[config.mk]
export PLATFORM = sky130hd
export DESIGN_NAME = cc_timer_top
export DESIGN_NICKNAME = d
export VERILOG_FILES = /design/src/rtl/cc_timer_pkg.sv /design/src/rtl/cc_timer_counter.sv /design/src/rtl/cc_timer_deadline.sv /design/src/rtl/cc_timer_irq.sv /design/src/rtl/cc_timer_top.sv
export SDC_FILE = /design/constraint.sdc
export NUM_CORES = 1
export LEC_CHECK = 0
export ABC_AREA = 1
export BUFFER_PORTS_ARGS = -buffer_cell sky130_fd_sc_hd__buf_2
export CAP_MARGIN = 20
export CORE_MARGIN = 2
export CORE_UTILIZATION = 54
export DETAILED_ROUTE_END_ITERATION = 7
export PLACE_DENSITY = 0.81
export SLEW_MARGIN = 20
export SYNTH_ARGS = -nofsm -noshare
export SYNTH_HDL_FRONTEND = slang
export SYNTH_SLANG_ARGS = --single-unit
export TNS_END_PERCENT = 10
[constraint.sdc]
create_clock -name clk -period 2.85 [get_ports clk]
set_clock_uncertainty 0.2 [all_clocks]
set_input_delay 0.4275 -clock clk [delete_from_list [all_inputs] [get_ports clk]]
set_output_delay 0.4275 -clock clk [all_outputs]
set_load 0.02 [all_outputs]
[src/rtl/cc_timer_pkg.sv]
package cc_timer_pkg;

    localparam int unsigned CNT_W      = 32;
    localparam int unsigned IRQ_N      = 8;
    localparam int unsigned TIMER_LINE = 7;
    localparam int unsigned REL_W      = 3;
    localparam logic [REL_W-1:0] REL_FLAG_CODE = 3'd1;

    typedef enum logic {
        SEL_COUNT    = 1'b0,
        SEL_DEADLINE = 1'b1
    } wr_target_e;

    typedef struct packed {
        logic match;     // an advance landed on the deadline
        logic dl_wr;     // deadline write this cycle
        logic cnt_wr;    // counter write this cycle
    } tmr_evt_t;

    function automatic logic flag_mode(input logic [REL_W-1:0] rel);
        return rel == REL_FLAG_CODE;
    endfunction

endpackage

[src/rtl/cc_timer_counter.sv]
module cc_timer_counter #(
    parameter int unsigned W = 32
) (
    input  logic         clk,
    input  logic         rst,
    input  logic         tick,
    input  logic         freeze,
    input  logic         load,
    input  logic [W-1:0] load_data,
    output logic [W-1:0] count,
    output logic         adv,
    output logic [W-1:0] next_val
);
    localparam logic [W-1:0] ALL_ONES = {W{1'b1}};

    always_comb begin
        adv      = tick && !freeze && !load;
        next_val = count + {{(W-1){1'b0}}, 1'b1};
    end

    always_ff @(posedge clk) begin
        if (rst)       count <= '0;
        else if (load) count <= load_data;
        else if (adv)  count <= next_val;
    end

    assert_freeze_hold_R3: assert property (@(posedge clk) disable iff (rst)
        (freeze && !load) |=> $stable(count));

    assert_count_load_R7: assert property (@(posedge clk) disable iff (rst)
        load |=> (count == $past(load_data)));

    assert_wrap_zero_R4: assert property (@(posedge clk) disable iff (rst)
        (tick && !freeze && !load && count == ALL_ONES) |=> (count == '0));
endmodule

[src/rtl/cc_timer_deadline.sv]
module cc_timer_deadline #(
    parameter int unsigned W = 32
) (
    input  logic         clk,
    input  logic         rst,
    input  logic         wr,
    input  logic [W-1:0] wr_data,
    input  logic         adv,
    input  logic [W-1:0] next_val,
    output logic [W-1:0] deadline,
    output logic         match
);
    // Match only on an advance onto the deadline: equal-at-write waits a wrap.
    always_comb match = adv && (next_val == deadline);

    always_ff @(posedge clk) begin
        if (rst)     deadline <= '0;
        else if (wr) deadline <= wr_data;
    end

    assert_deadline_load_R6: assert property (@(posedge clk) disable iff (rst)
        wr |=> (deadline == $past(wr_data)));
endmodule

[src/rtl/cc_timer_irq.sv]
module cc_timer_irq
    import cc_timer_pkg::*;
#(
    parameter int unsigned N_LINES = 8,
    parameter int unsigned LINE    = 7,
    parameter int unsigned RW      = 3
) (
    input  logic               clk,
    input  logic               rst,
    input  tmr_evt_t           evt,
    input  logic [RW-1:0]      rel,
    output logic [N_LINES-1:0] irq_o,
    output logic               set_o,
    output logic               clr_o
);
    logic pend;
    logic fm;

    always_comb fm = flag_mode(rel);

    always_ff @(posedge clk) begin
        if (rst) begin
            pend  <= 1'b0;
            set_o <= 1'b0;
            clr_o <= 1'b0;
        end else begin
            if (evt.dl_wr)      pend <= 1'b0;
            else if (evt.match) pend <= 1'b1;
            set_o <= fm && evt.match && !evt.dl_wr;
            clr_o <= fm && evt.dl_wr;
        end
    end

    for (genvar i = 0; i < N_LINES; i++) begin : g_line
        if (i == LINE) begin : g_timer
            assign irq_o[i] = pend;
        end else begin : g_idle
            assign irq_o[i] = 1'b0;
        end
    end

    assert_ack_clears_R6: assert property (@(posedge clk) disable iff (rst)
        evt.dl_wr |=> !pend);

    assert_match_raises_R5: assert property (@(posedge clk) disable iff (rst)
        (evt.match && !evt.dl_wr) |=> pend);

    assert_cnt_wr_keeps_R7: assert property (@(posedge clk) disable iff (rst)
        (evt.cnt_wr && !evt.dl_wr) |=> (pend == $past(pend)));

    assert_strobe_excl_R9: assert property (@(posedge clk) disable iff (rst)
        !(set_o && clr_o));

    assert_strobe_mode_R9: assert property (@(posedge clk) disable iff (rst)
        (set_o || clr_o) |-> $past(fm));

    assert_one_line_R10: assert property (@(posedge clk) disable iff (rst)
        $onehot0(irq_o));
endmodule

[src/rtl/cc_timer_top.sv]
module cc_timer_top
    import cc_timer_pkg::*;
#(
    parameter int unsigned W       = CNT_W,
    parameter int unsigned N_LINES = IRQ_N,
    parameter int unsigned LINE    = TIMER_LINE,
    parameter int unsigned RW      = REL_W
) (
    input  logic               clk,
    input  logic               rst,
    input  logic               tick,
    input  logic               freeze,
    input  logic [RW-1:0]      rel_code,
    input  logic               wr_en,
    input  logic               wr_sel,
    input  logic [W-1:0]       wr_data,
    output logic [N_LINES-1:0] irq_req,
    output logic               tflag_set,
    output logic               tflag_clr,
    output logic [W-1:0]       count_q,
    output logic [W-1:0]       deadline_q
);
    tmr_evt_t   evt;
    logic       adv;
    logic       match;
    logic [W-1:0] next_val;

    always_comb begin
        evt.cnt_wr = wr_en && (wr_target_e'(wr_sel) == SEL_COUNT);
        evt.dl_wr  = wr_en && (wr_target_e'(wr_sel) == SEL_DEADLINE);
        evt.match  = match;
    end

    cc_timer_counter #(.W(W)) u_counter (
        .clk(clk), .rst(rst), .tick(tick), .freeze(freeze),
        .load(evt.cnt_wr), .load_data(wr_data),
        .count(count_q), .adv(adv), .next_val(next_val)
    );

    cc_timer_deadline #(.W(W)) u_deadline (
        .clk(clk), .rst(rst), .wr(evt.dl_wr), .wr_data(wr_data),
        .adv(adv), .next_val(next_val),
        .deadline(deadline_q), .match(match)
    );

    cc_timer_irq #(.N_LINES(N_LINES), .LINE(LINE), .RW(RW)) u_irq (
        .clk(clk), .rst(rst), .evt(evt), .rel(rel_code),
        .irq_o(irq_req), .set_o(tflag_set), .clr_o(tflag_clr)
    );
endmodule

==> impl_metrics.py <==
metrics = {
    "final_layout": {
        "antenna_cells": 0,
        "fillCellCount": 751,
        "num-nets-final": 902,
        "postLayoutCoreUtil_pct": 65.5,
        "fin_area_sq_um": 5300,
        "fin_cells": 970,
        "multi_input_area_sq_um": 2530,
        "drive_above_1_share_pct": 19.2,
        "regArea_sq_um": 1340,
        "syn_to_final_growth_pct": 19.8,
    },
    "worst_setup_path": {
        "slowest_delay_ns": 0.43,
        "critPathSlowestCell": "dfxtp_1",
        "r2r_setup_slack_ns": 0.35,
        "arrival_ns": 2.59,
        "path_delay_family": "simple AND/OR/NAND/NOR gates",
        "crit_path_cell_trace": "ha_1, nand2_2, nor2_4, nand2_1, nor2_4, nand3_1, nand3_1, nand2_1, nor2_1, nand2_1, nor2_1, nand3_1, a21oi_2",
        "crit_type": "reg2reg",
        "start_kind": "flip-flop",
        "worst_ep_required_time_ns": 2.94,
        "reg2reg_from": "u_counter.count[0]",
        "r2r-end": "u_irq.pend",
        "cp_num_cells": 13,
        "rr_worst_depth": 13,
        "cp_num_buf_inv": 0,
        "endpoint_kind": "flip-flop",
        "cp_max_fo": 6,
    },
    "timing": {
        "rsz0062_at_grt": "no",
        "worstMarginPinSlew_ns": 0.760,
        "fmax_ghz": 0.399,
        "period_needed_ns": 2.50,
        "maxSlewViolCount": 0,
        "post-route-period-util_pct": 87.9,
        "setup-tns-final_ns": 0,
        "maxSlewHeadroom_pct": 49.3,
        "finalSetupViolCount": 0,
        "setup_ws_ns": 0.346,
        "worst_hold_slack_ns": 0.0584,
        "hold_viol_final": 0,
    },
    "clock_tree": {
        "ctsHtreeMaxLevel": 3,
        "cts_tree": "built",
        "cts_buffers": 9,
        "clock-sinks": 67,
        "cts-root-buf": "clkbuf_8",
        "postCtsHoldBufs": 0,
        "clock_latency_ns": 0.35,
        "clock_tree.buffer_depth": 2,
        "clk_pin_slew_ns": 0.09,
    },
    "global_routing": {
        "gr-max-usage-layer": "met2",
        "grt.met2_usage_pct": 56.4,
        "antenna_found_initial": 0,
        "track_usage_pct": 33.7,
        "grt_pass1_vias": 4738,
        "grt-ovfl-total": 0,
        "grt_use_met1_pct": 44.6,
        "grtUsageMet3_pct": 5.19,
        "grt_pass1_wl_mm": 23.2,
        "grt_max_degree": 33,
    },
    "min_path": {
        "hold_path_class": "in2reg",
        "hold_start": "rel_code[2]",
        "min_to": "u_irq.clr_o",
        "whs_path_depth": 2,
    },
    "place": {
        "dp_hpwl_mm": 11.3,
        "io_buffers": 107,
        "gp_congestion": 1.02,
        "place_ws_ns": 0.276,
        "place_area_sq_um": 5080,
        "place_inst": 954,
    },
    "drt": {
        "drc_errors": 0,
        "drt_iter0_drc": 398,
        "dr_total_vias": 5206,
        "avgViaCountPerCell": 5.37,
        "wire_per_inst_um": 15.3,
        "firstDrtPassIters": 6,
        "ant_nets": 0,
        "drt-total-wl_mm": 14.9,
    },
    "die": {
        "dieWidth_um": 94.5,
        "core_sq_um": 8090,
        "initial_core_util_pct": 54.7,
        "fp.dieH_um": 94.5,
        "die-area_sq_um": 8940,
        "ios": 115,
        "fp-row-count": 33,
    },
    "power_and_ir_drop": {
        "sw_frac_of_total_pct": 32.0,
        "p_total_mw": 2.41,
        "power_density_nw_per_um2": 455,
        "clkPwrFrac_pct": 37.5,
        "p_int_mw": 1.64,
        "pwr-share-comb_pct": 19.4,
        "p_leak_nw": 2.62,
        "ir_drop_mv": 0.245,
        "seqPwrFrac_pct": 43.0,
        "switchingPower_mw": 0.772,
    },
    "logic_synthesis": {
        "async_flop_share_pct": 0,
        "yosys_warnings": 0,
        "ys_types": 31,
        "synth_edf_count": 0,
        "synth_flop_cell": "dfxtp_1",
        "synth-seq-cells": 67,
        "synthCells": 753,
        "avgSynthCellArea_sq_um": 5.88,
        "yosysSeqAreaShare_pct": 30.3,
        "synth_area_sq_um": 4430,
    },
    "flow_run": {
        "cap_violations": 0,
    },
    "run_status": {
        "outcome": "finished clean",
    },
}
-- synthesized netlist by cell type, types with 2 or more instances --
master	instances	share of area, %
nand2_1	283	24
inv_1	119	10
xor2_1	2	0.40
clkbuf_1	20	1.7
a21oi_1	2	0.23
dfxtp_1	67	30
nand3_1	79	8.9
nor2_2	8	1.1
nand4_1	4	0.57
nand2_2	7	0.99
nor2_4	6	1.5
o22ai_1	31	4.4
a31oi_1	32	4.5
nor2_1	63	5.3
or2_2	2	0.28
o21ai_0	3	0.34
nor3_1	2	0.23
xnor2_1	2	0.40
xnor3_1	2	1.0
buf_4	8	1.4
-- worst max-delay path by stage --
stage	from	endpoint	slack (ns)
after floorplan	u_counter.count[1]	u_irq.pend	0.67
final	u_counter.count[0]	u_irq.pend	0.35
after global placement	u_counter.count[0]	u_irq.pend	0.24
after CTS	u_counter.count[0]	u_irq.pend	0.26
after global routing	u_counter.count[0]	u_irq.pend	0.12
after detailed placement	u_counter.count[0]	u_irq.pend	0.28
-- worst register-to-register path: cells and delay by family (launching register included) --
| family | cells | cell delay, ns |
|---|---|---|
| DFF | 1 | 0.43 |
| and+or+nand+nor | 11 | 1.48 |
| adders and majority gates | 1 | 0.24 |
| AOI/OAI and AO/OA | 1 | 0.11 |
-- sequential cells by signal, summed over array words and instances (netlist names) --
signal	count
u_irq.set_o	1
u_deadline.deadline	32
u_irq.pend	1
u_irq.clr_o	1
u_counter.count	32
-- layer usage --
metal / up-vias / wire, um
met1: 2338 / 6450
met3: 28 / 1320
met4: 0 / 350
li1: 2574 / -
met5: - / 0
met2: 266 / 6760
-- placed cells by master (no fill, tap or decap), types with 2 or more instances in the layout --
| cell | instances |
|---|---|
| conb_1 | 7 |
| clkinv_4 | 2 |
| nor2_4 | 6 |
| o21ai_0 | 3 |
| nand3_1 | 79 |
| clkbuf_8 | 9 |
| nor2_2 | 11 |
| xor2_1 | 2 |
| bufinv_16 | 2 |
| xnor3_1 | 2 |
| a21oi_1 | 2 |
| nor3_1 | 2 |
| nor2_1 | 60 |
| nand2_1 | 283 |
| dfxtp_1 | 67 |
| nand2_2 | 7 |
| a31oi_1 | 32 |
| or2_2 | 2 |
| o22ai_1 | 31 |
| buf_2 | 107 |
| buf_4 | 10 |
| nand4_1 | 4 |
| inv_1 | 119 |
| xnor2_1 | 2 |
-- cells by family after synthesis --
group	count (synthesis)	share of synthesized area (%)
simple gates	459	44.0
buf+inv	148	13.2
other cells	1	0.0847
compound gates	70	9.92
fa+ha+maj	1	0.283
xor+xnor	7	2.18
flops	67	30.3
-- timing repair --
action / CTS / global route
buffers inserted: 0 / 0
setup endpoints to repair: 0 / 1
resized for setup: 0 / 1
-- layout make-up --
class | instances | share of cell area, %
Tap cell | 105 | 2.48
Clock buffer | 10 | 2.41
Timing Repair Buffer | 118 | 11.9
Inverter | 120 | 8.50
Clock inverter | 6 | 1.70
Multi-Input combinational cell | 544 | 47.7
Sequential cell | 67 | 25.3
-- power groups by stage --
stage               clock [mW]  combinational (mW)  sequential [mW]
global route             0.943               0.516             1.04
detailed placement           0               0.464             1.06
floorplan                    0               0.249             1.10
finish                   0.905               0.468             1.04
global placement             0               0.457             1.06
CTS                      0.908               0.466             1.04
Note: power is estimated with default switching activity, not from simulation.
